File: config.mk
export PLATFORM = sky130hd
export DESIGN_NAME = load_miss_filter
export DESIGN_NICKNAME = d
export VERILOG_FILES = /design/src/rtl/lmf_pkg.sv /design/src/rtl/lmf_pc_split.sv /design/src/rtl/lmf_entry_store.sv /design/src/rtl/lmf_count_update.sv /design/src/rtl/lmf_decay_timer.sv /design/src/rtl/load_miss_filter.sv
export SDC_FILE = /design/constraint.sdc
export NUM_CORES = 1
export LEC_CHECK = 0
export BUFFER_PORTS_ARGS = -buffer_cell sky130_fd_sc_hd__buf_2
export CAP_MARGIN = 20
export CORE_ASPECT_RATIO = 2
export CORE_MARGIN = 5
export CORE_UTILIZATION = 55
export DETAILED_ROUTE_END_ITERATION = 7
export PLACE_DENSITY = 0.73
export REMOVE_ABC_BUFFERS = 1
export SYNTH_ARGS = -nofsm -noshare
export SYNTH_HDL_FRONTEND = slang
export SYNTH_SLANG_ARGS = --single-unit
File: constraint.sdc
create_clock -name clk -period 3.47 [get_ports clk]
set_clock_uncertainty 0.1 [all_clocks]
set_input_delay 0.1735 -clock clk [delete_from_list [all_inputs] [get_ports clk]]
set_output_delay 0.1735 -clock clk [all_outputs]
set_load 0.02 [all_outputs]
File: src/rtl/lmf_pkg.sv
package lmf_pkg;

    // Granularity of the prefetch tied to a load
    typedef enum logic {
        GRAIN_LINE   = 1'b0,
        GRAIN_SECTOR = 1'b1
    } grain_e;

endpackage

File: src/rtl/lmf_pc_split.sv
module lmf_pc_split #(
    parameter int PC_W  = 32,
    parameter int IDX_W = 4,
    parameter int TAG_W = 6
) (
    input  logic [PC_W-1:0]  pc,
    output logic [IDX_W-1:0] idx,
    output logic [TAG_W-1:0] tag
);

    localparam int IDX_LO = 2;
    localparam int TAG_LO = IDX_LO + IDX_W;
    localparam int TOP_LO = TAG_LO + TAG_W;

    logic unused_pc_bits;

    assign idx = pc[TAG_LO-1:IDX_LO];
    assign tag = pc[TOP_LO-1:TAG_LO];

    generate
        if (TOP_LO < PC_W) begin : g_upper
            assign unused_pc_bits = ^{pc[PC_W-1:TOP_LO], pc[IDX_LO-1:0]};
        end else begin : g_noupper
            assign unused_pc_bits = ^pc[IDX_LO-1:0];
        end
    endgenerate

endmodule

File: src/rtl/lmf_entry_store.sv
module lmf_entry_store #(
    parameter int IDX_W = 4,
    parameter int TAG_W = 6,
    parameter int CTR_W = 3
) (
    input  logic             clk,
    input  logic             rst_n,
    input  logic [IDX_W-1:0] rd_idx,
    input  logic             wb_en,
    input  logic [IDX_W-1:0] wb_idx,
    input  logic [TAG_W-1:0] wb_tag,
    input  logic [CTR_W-1:0] wb_ctr,
    input  logic             wb_decay,
    output logic             rd_vld,
    output logic [TAG_W-1:0] rd_tag,
    output logic [CTR_W-1:0] rd_ctr
);

    localparam int ENTRIES = 1 << IDX_W;

    typedef struct packed {
        logic             vld;
        logic [TAG_W-1:0] tag;
        logic [CTR_W-1:0] ctr;
    } ent_t;

    ent_t ent_d [ENTRIES];
    ent_t ent_q [ENTRIES];
    ent_t wb_ent;
    ent_t rd_ent;

    // Apply the pending write-back, then the pending halving
    function automatic ent_t fold(ent_t cur, logic take_wb, ent_t wb, logic halve);
        ent_t r;
        r = take_wb ? wb : cur;
        if (halve) begin
            r.ctr = r.ctr >> 1;
        end
        return r;
    endfunction

    always_comb begin
        wb_ent.vld = 1'b1;
        wb_ent.tag = wb_tag;
        wb_ent.ctr = wb_ctr;
    end

    always_comb begin
        for (int i = 0; i < ENTRIES; i++) begin
            ent_d[i] = fold(ent_q[i], wb_en && (wb_idx == IDX_W'(i)), wb_ent, wb_decay);
        end
    end

    always_ff @(posedge clk) begin
        for (int i = 0; i < ENTRIES; i++) begin
            if (!rst_n) begin
                ent_q[i] <= '0;
            end else begin
                ent_q[i] <= ent_d[i];
            end
        end
    end

    // Read port sees the write that has not reached the array yet
    always_comb begin
        rd_ent = fold(ent_q[rd_idx], wb_en && (wb_idx == rd_idx), wb_ent, wb_decay);
        rd_vld = rd_ent.vld;
        rd_tag = rd_ent.tag;
        rd_ctr = rd_ent.ctr;
    end

endmodule

File: src/rtl/lmf_count_update.sv
module lmf_count_update #(
    parameter int TAG_W = 6,
    parameter int CTR_W = 3
) (
    input  logic             cur_vld,
    input  logic [TAG_W-1:0] cur_tag,
    input  logic [CTR_W-1:0] cur_ctr,
    input  logic [TAG_W-1:0] req_tag,
    input  logic             req_miss,
    input  logic [CTR_W-1:0] limit,
    output logic             flagged,
    output logic [CTR_W-1:0] new_ctr
);

    localparam logic [CTR_W-1:0] CTR_MAX = '1;
    localparam logic [CTR_W-1:0] CTR_ONE = CTR_W'(1);

    logic owned;

    always_comb begin
        owned   = cur_vld && (cur_tag == req_tag);
        flagged = owned && (cur_ctr > limit);
        if (!owned) begin
            new_ctr = req_miss ? CTR_ONE : '0;
        end else if (req_miss) begin
            new_ctr = (cur_ctr == CTR_MAX) ? CTR_MAX : cur_ctr + CTR_ONE;
        end else begin
            new_ctr = (cur_ctr == '0) ? '0 : cur_ctr - CTR_ONE;
        end
    end

endmodule

File: src/rtl/lmf_decay_timer.sv
module lmf_decay_timer #(
    parameter int DECAY_N = 64
) (
    input  logic clk,
    input  logic rst_n,
    input  logic tick,
    output logic fire
);

    localparam int CNT_W = (DECAY_N > 2) ? $clog2(DECAY_N) : 1;
    localparam logic [CNT_W-1:0] LAST = CNT_W'(DECAY_N - 1);

    logic [CNT_W-1:0] cnt_d;
    logic [CNT_W-1:0] cnt_q;

    always_comb begin
        fire  = tick && (cnt_q == LAST);
        cnt_d = cnt_q;
        if (tick) begin
            cnt_d = fire ? '0 : cnt_q + CNT_W'(1);
        end
    end

    always_ff @(posedge clk) begin
        if (!rst_n) begin
            cnt_q <= '0;
        end else begin
            cnt_q <= cnt_d;
        end
    end

endmodule

File: src/rtl/load_miss_filter.sv
module load_miss_filter
    import lmf_pkg::*;
#(
    parameter int PC_W    = 32,
    parameter int IDX_W   = 4,
    parameter int TAG_W   = 6,
    parameter int CTR_W   = 3,
    parameter int DECAY_N = 64
) (
    input  logic             clk,
    input  logic             rst_n,
    input  logic             req_valid,
    input  logic [PC_W-1:0]  req_pc,
    input  logic             req_miss,
    input  logic [CTR_W-1:0] miss_limit,
    output logic             rsp_valid,
    output logic             rsp_alloc,
    output logic             rsp_sector
);

    typedef struct packed {
        logic             rsp_valid;
        grain_e           grain;
        logic             wb_en;
        logic [IDX_W-1:0] wb_idx;
        logic [TAG_W-1:0] wb_tag;
        logic [CTR_W-1:0] wb_ctr;
        logic             wb_decay;
    } state_t;

    state_t st_d;
    state_t st_q;

    logic [IDX_W-1:0] req_idx;
    logic [TAG_W-1:0] req_tag;
    logic             rd_vld;
    logic [TAG_W-1:0] rd_tag;
    logic [CTR_W-1:0] rd_ctr;
    logic             flagged;
    logic [CTR_W-1:0] new_ctr;
    logic             decay_fire;

    lmf_pc_split #(
        .PC_W  (PC_W),
        .IDX_W (IDX_W),
        .TAG_W (TAG_W)
    ) u_split (
        .pc  (req_pc),
        .idx (req_idx),
        .tag (req_tag)
    );

    lmf_entry_store #(
        .IDX_W (IDX_W),
        .TAG_W (TAG_W),
        .CTR_W (CTR_W)
    ) u_store (
        .clk      (clk),
        .rst_n    (rst_n),
        .rd_idx   (req_idx),
        .wb_en    (st_q.wb_en),
        .wb_idx   (st_q.wb_idx),
        .wb_tag   (st_q.wb_tag),
        .wb_ctr   (st_q.wb_ctr),
        .wb_decay (st_q.wb_decay),
        .rd_vld   (rd_vld),
        .rd_tag   (rd_tag),
        .rd_ctr   (rd_ctr)
    );

    lmf_count_update #(
        .TAG_W (TAG_W),
        .CTR_W (CTR_W)
    ) u_update (
        .cur_vld  (rd_vld),
        .cur_tag  (rd_tag),
        .cur_ctr  (rd_ctr),
        .req_tag  (req_tag),
        .req_miss (req_miss),
        .limit    (miss_limit),
        .flagged  (flagged),
        .new_ctr  (new_ctr)
    );

    lmf_decay_timer #(
        .DECAY_N (DECAY_N)
    ) u_timer (
        .clk   (clk),
        .rst_n (rst_n),
        .tick  (req_valid),
        .fire  (decay_fire)
    );

    always_comb begin
        st_d           = st_q;
        st_d.rsp_valid = req_valid;
        st_d.grain     = (req_valid && flagged) ? GRAIN_SECTOR : GRAIN_LINE;
        st_d.wb_en     = req_valid;
        st_d.wb_idx    = req_idx;
        st_d.wb_tag    = req_tag;
        st_d.wb_ctr    = new_ctr;
        st_d.wb_decay  = decay_fire;
    end

    always_ff @(posedge clk) begin
        if (!rst_n) begin
            st_q       <= '0;
            st_q.grain <= GRAIN_LINE;
        end else begin
            st_q <= st_d;
        end
    end

    assign rsp_valid  = st_q.rsp_valid;
    assign rsp_sector = (st_q.grain == GRAIN_SECTOR);
    assign rsp_alloc  = (st_q.grain == GRAIN_LINE);

endmodule

* Word level (Yosys, flattened, before mapping) *
Memories as Yosys holds them, arrays and structs flattened.
Index checks and enable logic that the tools add are counted.

operators by class
  bitwise gates (word level) = 17
  $add $sub $neg = 3
  equal/unequal tests = 19
  muxes and demuxes = 59
  reduce and logical (&&, ||, !) cells = 23
  magnitude comparators = 1

operator list
  kind                                                                    count
  10-bit 2-to-1 mux                                                       33
  3-bit 2-to-1 mux                                                        21
  4-bit equality test (second input constant)                             8
  1-bit logical AND                                                       21
  4-bit by 3-bit equality test with 1-bit output (second input constant)  4
  1-bit OR                                                                16
  4-bit by 2-bit equality test with 1-bit output (second input constant)  2
  6-bit by 1-bit adder with 6-bit output (second input constant)          1
  6-bit equality test                                                     1
  6-bit equality test (second input constant)                             1
  6-bit 2-to-1 mux                                                        1
  4-bit by 1-bit equality test with 1-bit output (second input constant)  1
  4-bit equality test                                                     1
  4-bit logical NOT                                                       1
  1-bit 2-to-1 mux                                                        4
  3-bit by 1-bit adder with 3-bit output (second input constant)          1
  3-bit equality test (second input constant)                             1
  3-bit > comparator                                                      1
  3-bit logical NOT                                                       1
  3-bit by 1-bit subtractor with 3-bit output (second input constant)     1
  1-bit inverter                                                          1

word-level totals
  logic and storage cells = 130
  RAM bits = 160
  flip-flop bits (word level) = 22
  memories = 1

memory list
  memory         words  bits a word  read ports  clocked after Yosys merged registers in  wr ports  RTL line               source
  u_store.ent_q  16     10           17          0                                        16        lmf_entry_store.sv:28  ent_t ent_q [ENTRIES];

* Longest topological paths before layout *
Gate-level depths: netlist (run 1).

  word-level depth = 8
  mapped depth = 15
  mapped depth without buffers = 13

* Cells and area by module *
A second synthesis (run 1) with hierarchy kept.

second synthesis, totals
  cell total of the unflattened synthesis = 819
  area total of the unflattened synthesis = 8853.5 sq um

modules (own cells, without submodules)
  module            sequential area each (sq um)  cells an instance  times used  area an instance (sq um)
  lmf_entry_store   3203.1                        707                1           7766.2
  load_miss_filter  320.3                         34                 1           450.4
  lmf_decay_timer   120.1                         30                 1           286.5
  lmf_count_update  0.0                           38                 1           275.3
  lmf_pc_split      0.0                           10                 1           75.1

* Worst setup path before layout (run 1) *
OpenSTA, ideal clock, no wires.

  path kind = input -> register
  from = in req_pc[2]
  to = reg st_q[3] in the netlist's numbering
  setup time = 88 ps
  arrival time = 2739 ps
  slack = 543 ps
  data required time = 3282 ps
  cell stages on the path = 11
  cell sequence = buf_4 buf_6 buf_4 mux4_2 a22oi_1 a31oi_1 a21o_1 o21ai_0 ha_1 or4b_4 a311oi_2

on the way
  longest elaborated chain between the ends = 8
  elaborated cells between the ends (all ways) = 15
  classes of those cells = 2 x add/sub; 3 x eq/ne; 6 x mux; 3 x reduce/logical; 1 x memory

ends and longest elaborated chain
  item                                                                             RTL line                                        source
  from (decl)                                                                      load_miss_filter.sv:13                          input logic [PC_W-1:0] req_pc,
  parallel branches: the longest is 2 deep, another holds memory read 16 x 10 bit  -
  10-bit 2-to-1 mux *                                                              lmf_entry_store.sv:35                           r = take_wb ? wb : cur;
  3-bit 2-to-1 mux                                                                 lmf_entry_store.sv:36                           if (halve) begin
  3-bit by 1-bit subtractor with 3-bit output (tied with other cells)              lmf_count_update.sv:28                          new_ctr = (cur_ctr == '0) ? '0 : cur_ctr - CTR_ONE;
  3-bit 2-to-1 mux (on tied branches)                                              lmf_count_update.sv:28, lmf_count_update.sv:26
  3-bit 2-to-1 mux                                                                 lmf_count_update.sv:25                          end else if (req_miss) begin
  3-bit 2-to-1 mux *                                                               lmf_count_update.sv:23                          if (!owned) begin
  to (signal assigned)                                                             load_miss_filter.sv:110                         st_q <= st_d;
  to (decl)                                                                        load_miss_filter.sv:32                          state_t st_q;

Every way passes the cells marked *.
A chain may end at the register's enable or synchronous reset.

* Worst setup path after layout (run 1) *
  from = reg st_q[11] in the netlist's numbering
  to = reg st_q[3] in the netlist's numbering

on the way
  longest elaborated chain between the ends = 8
  elaborated cells between the ends (all ways) = 14
  classes of those cells = 2 x add/sub; 3 x eq/ne; 6 x mux; 3 x reduce/logical

ends and longest elaborated chain
  item                                                                 RTL line                                        source
  4-bit equality test *                                                lmf_entry_store.sv:66                           rd_ent = fold(ent_q[rd_idx], wb_en && (wb_idx == rd_idx), wb_ent, wb_decay);
  1-bit logical AND *                                                  lmf_entry_store.sv:66
  10-bit 2-to-1 mux *                                                  lmf_entry_store.sv:35
  3-bit 2-to-1 mux                                                     lmf_entry_store.sv:36
  3-bit by 1-bit subtractor with 3-bit output (tied with other cells)  lmf_count_update.sv:28
  3-bit 2-to-1 mux (on tied branches)                                  lmf_count_update.sv:28, lmf_count_update.sv:26
  3-bit 2-to-1 mux                                                     lmf_count_update.sv:25
  3-bit 2-to-1 mux *                                                   lmf_count_update.sv:23

Every way passes the cells marked *; elsewhere a longest branch is shown, timed or not.

==> results of run 1 <==
cells in the final DEF (no fill, tap or decap), drive strengths merged, types with 4 or more instances in the layout:
cell type	instances
nand2	62
nor2b	16
and3	9
xnor2	5
a22oi	4
clkbuf	20
o21ai	4
nor2	156
dlygate4sd3	8
a211oi	31
nand2b	14
inv	19
nand3	10
mux2	10
dfxtp	182
ha	7
mux4	45
xor2	8
nor3	7
a21oi	27
and2	21
o22ai	5
a311oi	4
buf	54
mux2i	113
repair_timing:
action,in CTS,in global routing
setup endpoints to repair,0,0
hold buffers,8,0
endpoints found under the hold margin,11,0
state kept, by name, indices dropped and copies added, names as in the netlist:
| register | flops |
|---|---|
| u_timer.cnt_q | 6 |
| u_store.ent_q | 160 |
| st_q | 15 |
| rsp_sector | 1 |
kinds of logic (layout without fill, tap and decap cells):
logic type | count (synthesis) | in the layout | synth area share
AO/OA/AOI/OAI | 89 | 89 | 0.0710
XOR/XNOR | 13 | 13 | 0.0134
adder cells (fa/ha/maj) | 7 | 7 | 0.0103
buffers and inverters | 93 | 108 | 0.0452
flip-flops | 182 | 182 | 0.429
multiplexers | 168 | 168 | 0.267
AND/OR/NAND/NOR | 309 | 309 | 0.164
layout make-up:
class | count | area [um^2] | share of cell area
Tap cell | 198 | 248 | 0.0263
Multi-Input combinational cell | 586 | 4460 | 0.473
Timing Repair Buffer | 62 | 438 | 0.0464
Clock buffer | 20 | 467 | 0.0495
Sequential cell | 182 | 3640 | 0.386
Clock inverter | 11 | 114 | 0.0121
Inverter | 15 | 58.8 | 0.00623
power by group through the flow:
stage / Combinational (mW) / Clock (mW) / Sequential [mW]
global route: 0.254 / 2.02 / 2.14
CTS: 0.235 / 1.92 / 2.14
global placement: 0.222 / 0 / 2.18
floorplan: 0.119 / 0 / 2.17
detailed placement: 0.228 / 0 / 2.18
finish: 0.237 / 1.91 / 2.14
final timing paths:
path	cells past startpoint	end	startpoint	slack [ps]
hold reg to reg	2	u_store.ent_q[2][9]	u_store.ent_q[2][9]	350
setup / recovery	9	st_q[3]	st_q[11]	430
hold / removal	3	st_q[3]	req_miss	30
setup reg to reg	9	st_q[3]	st_q[11]	430
stage by stage:
stage / instances / area (um^2)
2_1_floorplan: 783 / 8160
3_3_place_gp: 1035 / 8770
3_5_place_dp: 1035 / 8770
4_1_cts: 1074 / 9430
5_1_grt: 1074 / 9430
6_report: 1074 / 9430
worst max-delay path, delay by kind of cell, from the launching register on:
| kind | cells | cell delay, ps |
|---|---|---|
| fa+ha+maj | 1 | 230 |
| compound gates | 3 | 680 |
| xor+xnor | 1 | 110 |
| simple gates | 3 | 1150 |
| buf+inv | 1 | 160 |
| flops | 1 | 510 |
layer usage:
layer,vias up,GRT usage,part of all wire
met1,3177,0.258,0.36
met2,206,0.446,0.53
met4,0,0.174,0.068
li1,2992,-,-
met5,-,0,0
met3,92,0.0446,0.041
==> results.cfg, run 1 <==
[outcome]
status = completed

[worst_setup_path]
crit_path_start_kind = flip-flop
critPathKind = reg2reg
required_ps = 3710
arrival_ps = 3280
slowest_stage = or4b_4
worstPathCellList = xor2_1 > nor3_1 > and3_1 > a21oi_1 > o21ai_0 > inv_1 > ha_1 > or4b_4 > a311oi_2
cp_max_fo = 9
cp_slowest_stage_delay_ps = 540
critical_path.endpoint_type = flip-flop

[placed_design]
place_congestion = 0.889
dp_hpwl_mm = 15.1
dp_slack_ps = 269
port_buffers = 19

[yosys]
yosys_register_bits = 182
synthArstFlopShare = 0
yosysWarningCount = 0
avgSynthCellArea_um2 = 9.86
postSynthCellCount = 861
synth_largest_area_cell = dfxtp_1
synth_edf_count = 0
syn_area_mm2 = 0.00849
ys_seq_area_frac = 0.429
ys.flop_type = dfxtp_1
synthTopCellsByCount = dfxtp_1 (182), nor2_1 (155), mux2i_1 (112)
synth_area_leaders = dfxtp_1 (43%), mux2i_1 (13%), mux4_2 (12%)
ys_types = 51
yosysTopAreaCellShare = 0.429
synth.most_common_cell = dfxtp_1

[clock_network]
post_cts_buffers = 0
post_cts_resized = 0
cts_tree = yes
clock-root-buffer = clkbuf_16
clkSlewWorstSetupHoldPaths_ps = 70
h-tree-depth = 4
numCtsBuffers = 17
clock_latency_ps = 430
cts.sinks = 182
ctsLongestPathBuffers = 2

[global_route]
overflow = 0
antenna_found_initial = 0
grt_pass1_wl_mm = 35.0
grt_pass1_vias = 6692
grt_max_degree = 65
grt_usage = 0.248

[power_and_ir_drop]
p_clk_frac = 0.446
intPower_mw = 3.25
pwr-share-seq = 0.499
pwr-share-comb = 0.055
p_sw_frac = 0.240
ir_drop_mv = 0.402
p_sw_mw = 1.03
leakagePower_nw = 3.61
cellPowerDensity_mw_per_mm2 = 454
power_mw = 4.28

[finish]
finalCoreUtilization = 0.620
antenna_cells = 0
fin_nets = 910
area_delta_synth_final_pct = 11.1
drive_above_1_share = 0.171
nFillCells = 1280

[sta]
finalCritPeriodShare = 0.876
slew_viol_final = 0
timing.final.ws_setup_ps = 430
fin_hold_ws_ps = 30.3
fin_tns_setup_ps = 0
setup_viol = 0
finalHoldViolCount = 0
rsz0062_at_grt = no
timing.fmax_mhz = 329
min_period_ps = 3040
tightest_slew_ps = 978
relSlewSlack = 0.346

[detailed_routing]
antenna_left = 0
wl_per_cell_um = 20.5
first_pass_iters = 5
routed_wl_mm = 22.0
drc = 0
drt_iter0_drc = 371
viasPerCell = 6.02
num_vias = 6467

[floorplanning]
coreArea_mm2 = 0.0152
dieArea_mm2 = 0.0182
fp.dieW_um = 97.9
initial_core_util = 0.558
io_pins = 42
num_rows = 64
die_h_um = 186

[hold_path]
holdCritPathClass = in2reg

[run]
drv_cap = 0
Power figures use the tool's default switching activity.
==> run 2: changes to the inputs <==
==> constraint.sdc (replaced) <==
create_clock -name clk -period 3.47 [get_ports clk]
set_clock_uncertainty 0.1 [all_clocks]
set_input_delay 0.694 -clock clk [delete_from_list [all_inputs] [get_ports clk]]
set_output_delay 0.694 -clock clk [all_outputs]
set_load 0.02 [all_outputs]
==> results.cfg, run 2 (synthesized netlist as in run 1, its figures left out) <==
[global_route]
overflow = 0
grt_pass1_wl_mm = 35.6
grt_usage = 0.251
grt_max_degree = 71
antenna_found_initial = 0
grt_pass1_vias = 6768

[finish]
seqCellArea_mm2 = 0.00364
drive_above_1_share = 0.185
reg_top3 = u_store.ent_q x160, st_q x15, u_timer.cnt_q x6
area_delta_synth_final_pct = 12.0
finalCoreUtilization = 0.625
layout_commonest_cell = dfxtp_1
largest_register_ffs = 160
regMostFlops = u_store.ent_q
multi_input_area_mm2 = 0.00447
antenna_cells = 0
layout_common_cells = dfxtp_1 (181), nor2_1 (155), mux2i_1 (112)
fin_nets = 914
nFillCells = 1244

[sta]
rsz0062_at_grt = no
finalCritPeriodShare = 0.896
relSlewSlack = 0.490
setup_viol = 0
slew_viol_final = 0
tightest_slew_ps = 765
timing.final.ws_setup_ps = 361
min_period_ps = 3110
finalHoldViolCount = 0
fin_tns_setup_ps = 0
timing.fmax_mhz = 322

[detailed_routing]
num_vias = 6562
drt_iter0_drc = 515
drc = 0
first_pass_iters = 5
wl_per_cell_um = 20.7
antenna_left = 0
routed_wl_mm = 22.3
viasPerCell = 6.08

[floorplanning]
io_pins = 42
coreArea_mm2 = 0.0152
dieArea_mm2 = 0.0182
fp.dieW_um = 97.9
initial_core_util = 0.558
die_h_um = 186
num_rows = 64

[worst_setup_path]
crit_path_start_kind = input pin
arrival_ps = 3350
worst_path_most_repeated_cell = buf_4
critical_path.endpoint_type = flip-flop
required_ps = 3710
cp_slowest_stage_delay_ps = 540
cp_max_fo = 6
critPathKind = in2reg
worstPathCellList = buf_2 > buf_4 > buf_4 > mux4_2 > a22oi_1 > a31oi_1 > a21oi_1 > o21ai_0 > inv_1 > ha_1 > or4b_4 > a311oi_2
slowest_stage = mux4_2

[run]
drv_cap = 0

[clock_network]
cts.sinks = 182
ctsLongestPathBuffers = 2
cts_tree = yes
h-tree-depth = 4
hold_buffers = 0
post_cts_buffers = 0
post_cts_resized = 0
clkSlewWorstSetupHoldPaths_ps = 60
clock-root-buffer = clkbuf_16
clock_latency_ps = 430
numCtsBuffers = 17

[placed_design]
port_buffers = 19
dp_hpwl_mm = 15.5
dp_slack_ps = -76.0
place_congestion = 0.905

[power_and_ir_drop]
leakagePower_nw = 3.66
cellPowerDensity_mw_per_mm2 = 468
ir_drop_mv = 0.366

[outcome]
status = completed

[hold_path]
holdCritPathClass = reg2reg
==> run 2: changes by cell type in the layout (fill, tap and decap cells not counted), sizes merged <==
| cell | before | now |
|---|---|---|
| buf | 54 | 66 |
| dlygate4sd3 | 8 | 0 |
| inv | 19 | 14 |
| bufinv | 1 | 4 |
| clkbuf | 20 | 21 |
| clkinv | 3 | 4 |
| clkinvlp | 3 | 4 |
==> run 2: worst max-delay path: cells and delay by family <==
kind / cells / cell delay, ps
AOI/OAI and AO/OA: 5 / 810
buffers and inverters: 4 / 690
muxes: 1 / 540
and+or+nand+nor: 1 / 460
adders and majority gates: 1 / 160
==> run 2: metrics by stage <==
stage / instance area, um^2 / power (mW) / hold WS (ps) / std cells
floorplan: 8160 / 2.29 / 322 / 783
global placement: 8870 / 2.41 / 332 / 1047
detailed placement: 8870 / 2.42 / 337 / 1047
CTS: 9510 / 4.47 / 346 / 1079
global route: 9510 / 4.58 / 369 / 1079
finish: 9510 / 4.45 / 347 / 1079
==> run 2: layout make-up <==
type,count,share of cell area
clock inverters,11,0.0182
well taps,198,0.0260
clock buffers,21,0.0495
flip-flops and latches,182,0.383
inverters,15,0.00618
multi-input cells,586,0.470
repair buffers,66,0.0471
==> run 2: path summary, 6_finish.rpt <==
kind / end / cells after the start / slack [ps] / from
worst min register to register: u_store.ent_q[1][9] / 2 / 350 / u_store.ent_q[1][9]
worst max register to register: st_q[3] / 10 / 530 / st_q[11]
worst min-delay path: u_store.ent_q[1][9] / 2 / 350 / u_store.ent_q[1][9]
worst max-delay path: st_q[3] / 12 / 360 / req_pc[2]
==> run 2: power by group <==
group,internal (mW),switching (mW)
Sequential,2.11,0.0319
Clock,1.26,0.811
Combinational,0.0909,0.146
Total,3.46,0.989
==> run 2: routing by layer <==
metal | track usage | part of all wire
met5 | 0 | 0
met4 | 0.177 | 0.071
met3 | 0.0416 | 0.041
met2 | 0.444 | 0.52
met1 | 0.270 | 0.37
==> run 3: changes to the inputs <==
--- a/config.mk
+++ b/config.mk
@@ -7,12 +7,11 @@
 export LEC_CHECK = 0
 export BUFFER_PORTS_ARGS = -buffer_cell sky130_fd_sc_hd__buf_2
 export CAP_MARGIN = 20
-export CORE_ASPECT_RATIO = 2
+export CORE_ASPECT_RATIO = 0.7
 export CORE_MARGIN = 5
 export CORE_UTILIZATION = 55
 export DETAILED_ROUTE_END_ITERATION = 7
 export PLACE_DENSITY = 0.73
-export REMOVE_ABC_BUFFERS = 1
 export SYNTH_ARGS = -nofsm -noshare
 export SYNTH_HDL_FRONTEND = slang
 export SYNTH_SLANG_ARGS = --single-unit
==> results.cfg, run 3 (synthesized netlist as in run 1, its figures left out) <==
[placed_design]
port_buffers = 19
dp_hpwl_mm = 14.8
place_congestion = 0.923
dp_slack_ps = -86.8
place_inst = 1039

[sta]
slew_viol_final = 0
rsz0062_at_grt = no
tightest_slew_ps = 886
min_period_ps = 3120
timing.fmax_mhz = 320
timing.final.ws_setup_ps = 346
finalCritPeriodShare = 0.900
finalHoldViolCount = 0
fin_hold_ws_ps = 352
setup_viol = 0
fin_tns_setup_ps = 0
relSlewSlack = 0.409

[detailed_routing]
drc = 0
first_pass_iters = 5
drt_iter0_drc = 571
routed_wl_mm = 21.5
wl_per_cell_um = 20.1
viasPerCell = 5.99
antenna_left = 0
num_vias = 6412

[clock_network]
post_cts_buffers = 0
clock_latency_ps = 430
cts.sinks = 182
clock-root-buffer = clkbuf_16
numCtsBuffers = 17
ctsLongestPathBuffers = 2
hold_buffers = 0
h-tree-depth = 4
post_cts_resized = 0
cts_tree = yes
clkSlewWorstSetupHoldPaths_ps = 70

[finish]
reg_top3 = u_store.ent_q x160, st_q x15, u_timer.cnt_q x6
regMostFlops = u_store.ent_q
fin_nets = 904
area_delta_synth_final_pct = 11.3
antenna_cells = 0
finalCoreUtilization = 0.617
nFillCells = 1224
drive_above_1_share = 0.176
largest_register_ffs = 160
layout_commonest_cell = dfxtp_1
layout_common_cells = dfxtp_1 (181), nor2_1 (155), mux2i_1 (112)
final_cells = 1071

[outcome]
status = completed

[global_route]
grt_pass1_vias = 6248
grt_usage = 0.252
overflow = 0
grt_pass1_wl_mm = 35.0
antenna_found_initial = 1
grt_max_degree = 73

[floorplanning]
initial_core_util = 0.555
fp.dieW_um = 159
io_pins = 42
die_h_um = 114
dieArea_mm2 = 0.0181
num_rows = 38
coreArea_mm2 = 0.0153

[power_and_ir_drop]
cellPowerDensity_mw_per_mm2 = 468
leakagePower_nw = 3.62
ir_drop_mv = 0.402

[hold_path]
holdCritPathClass = reg2reg
whs_path_depth = 2
worstHoldStart = u_store.ent_q[2][9]
holdPathEnd = u_store.ent_q[2][9]

[worst_setup_path]
crit_path_start_kind = input pin
cp_max_fo = 8
required_ps = 3720
timing.rr.end = st_q[3]
ff2ff_path_depth = 9
arrival_ps = 3370
worst-r2r-setup-slack_ps = 550
reg2reg_from = st_q[11]
critical_path.endpoint_type = flip-flop
critPathKind = in2reg

[run]
drv_cap = 0

[yosys]
syn-num-nets = 907
## run 3: area by class of cell
cell class	count	area (um^2)	share of cell area
well taps	200	250	0.0265
repair buffers	56	398	0.0421
clock buffers	18	439	0.0465
flip-flops and latches	182	3640	0.386
multi-input cells	586	4460	0.473
clock inverters	14	193	0.0204
inverters	15	58.8	0.00622
## run 3: worst max-delay path by stage
stage | cells after the start | end | slack (ps) | from
final | 11 | st_q[3] | 350 | req_pc[2]
after global routing | 11 | st_q[3] | 200 | req_pc[2]
after CTS | 11 | st_q[3] | 360 | req_pc[2]
after detailed placement | 11 | st_q[3] | -90 | req_pc[2]
after global placement | 10 | st_q[3] | 20 | req_pc[2]
after floorplan | 11 | st_q[3] | 20 | req_pc[2]
## run 3: metal layers
| metal | track usage | vias up | routed length, um |
|---|---|---|---|
| met3 | 0.0584 | 37 | 1600 |
| met2 | 0.378 | 248 | 9630 |
| met4 | 0.0688 | 2 | 405 |
| met5 | 0 | - | 7 |
| met1 | 0.367 | 3134 | 9850 |
| li1 | - | 2991 | - |
## run 3: power breakdown
group	switching (mW)	leakage [nW]	internal (mW)	total, mW
logic	0.138	1.85	0.0914	0.229
clock network	0.876	0.300	1.18	2.05
registers	0.0364	1.47	2.10	2.14
## run 3: through the flow
stage / area [um^2] / power (mW)
detailed placement: 8820 / 2.41
CTS: 9450 / 4.44
floorplan: 8490 / 2.34
global placement: 8820 / 2.40
global route: 9450 / 4.57
finish: 9450 / 4.42
## run 3: critical path, stage by stage
cell and delay [ps]:
buf_2 230, buf_4 240, xor2_1 90, nor3_1 260, and3_1 290, a21oi_1 100, o21ai_0 340, inv_1 150
ha_1 240, or4b_4 540, a311oi_2 190
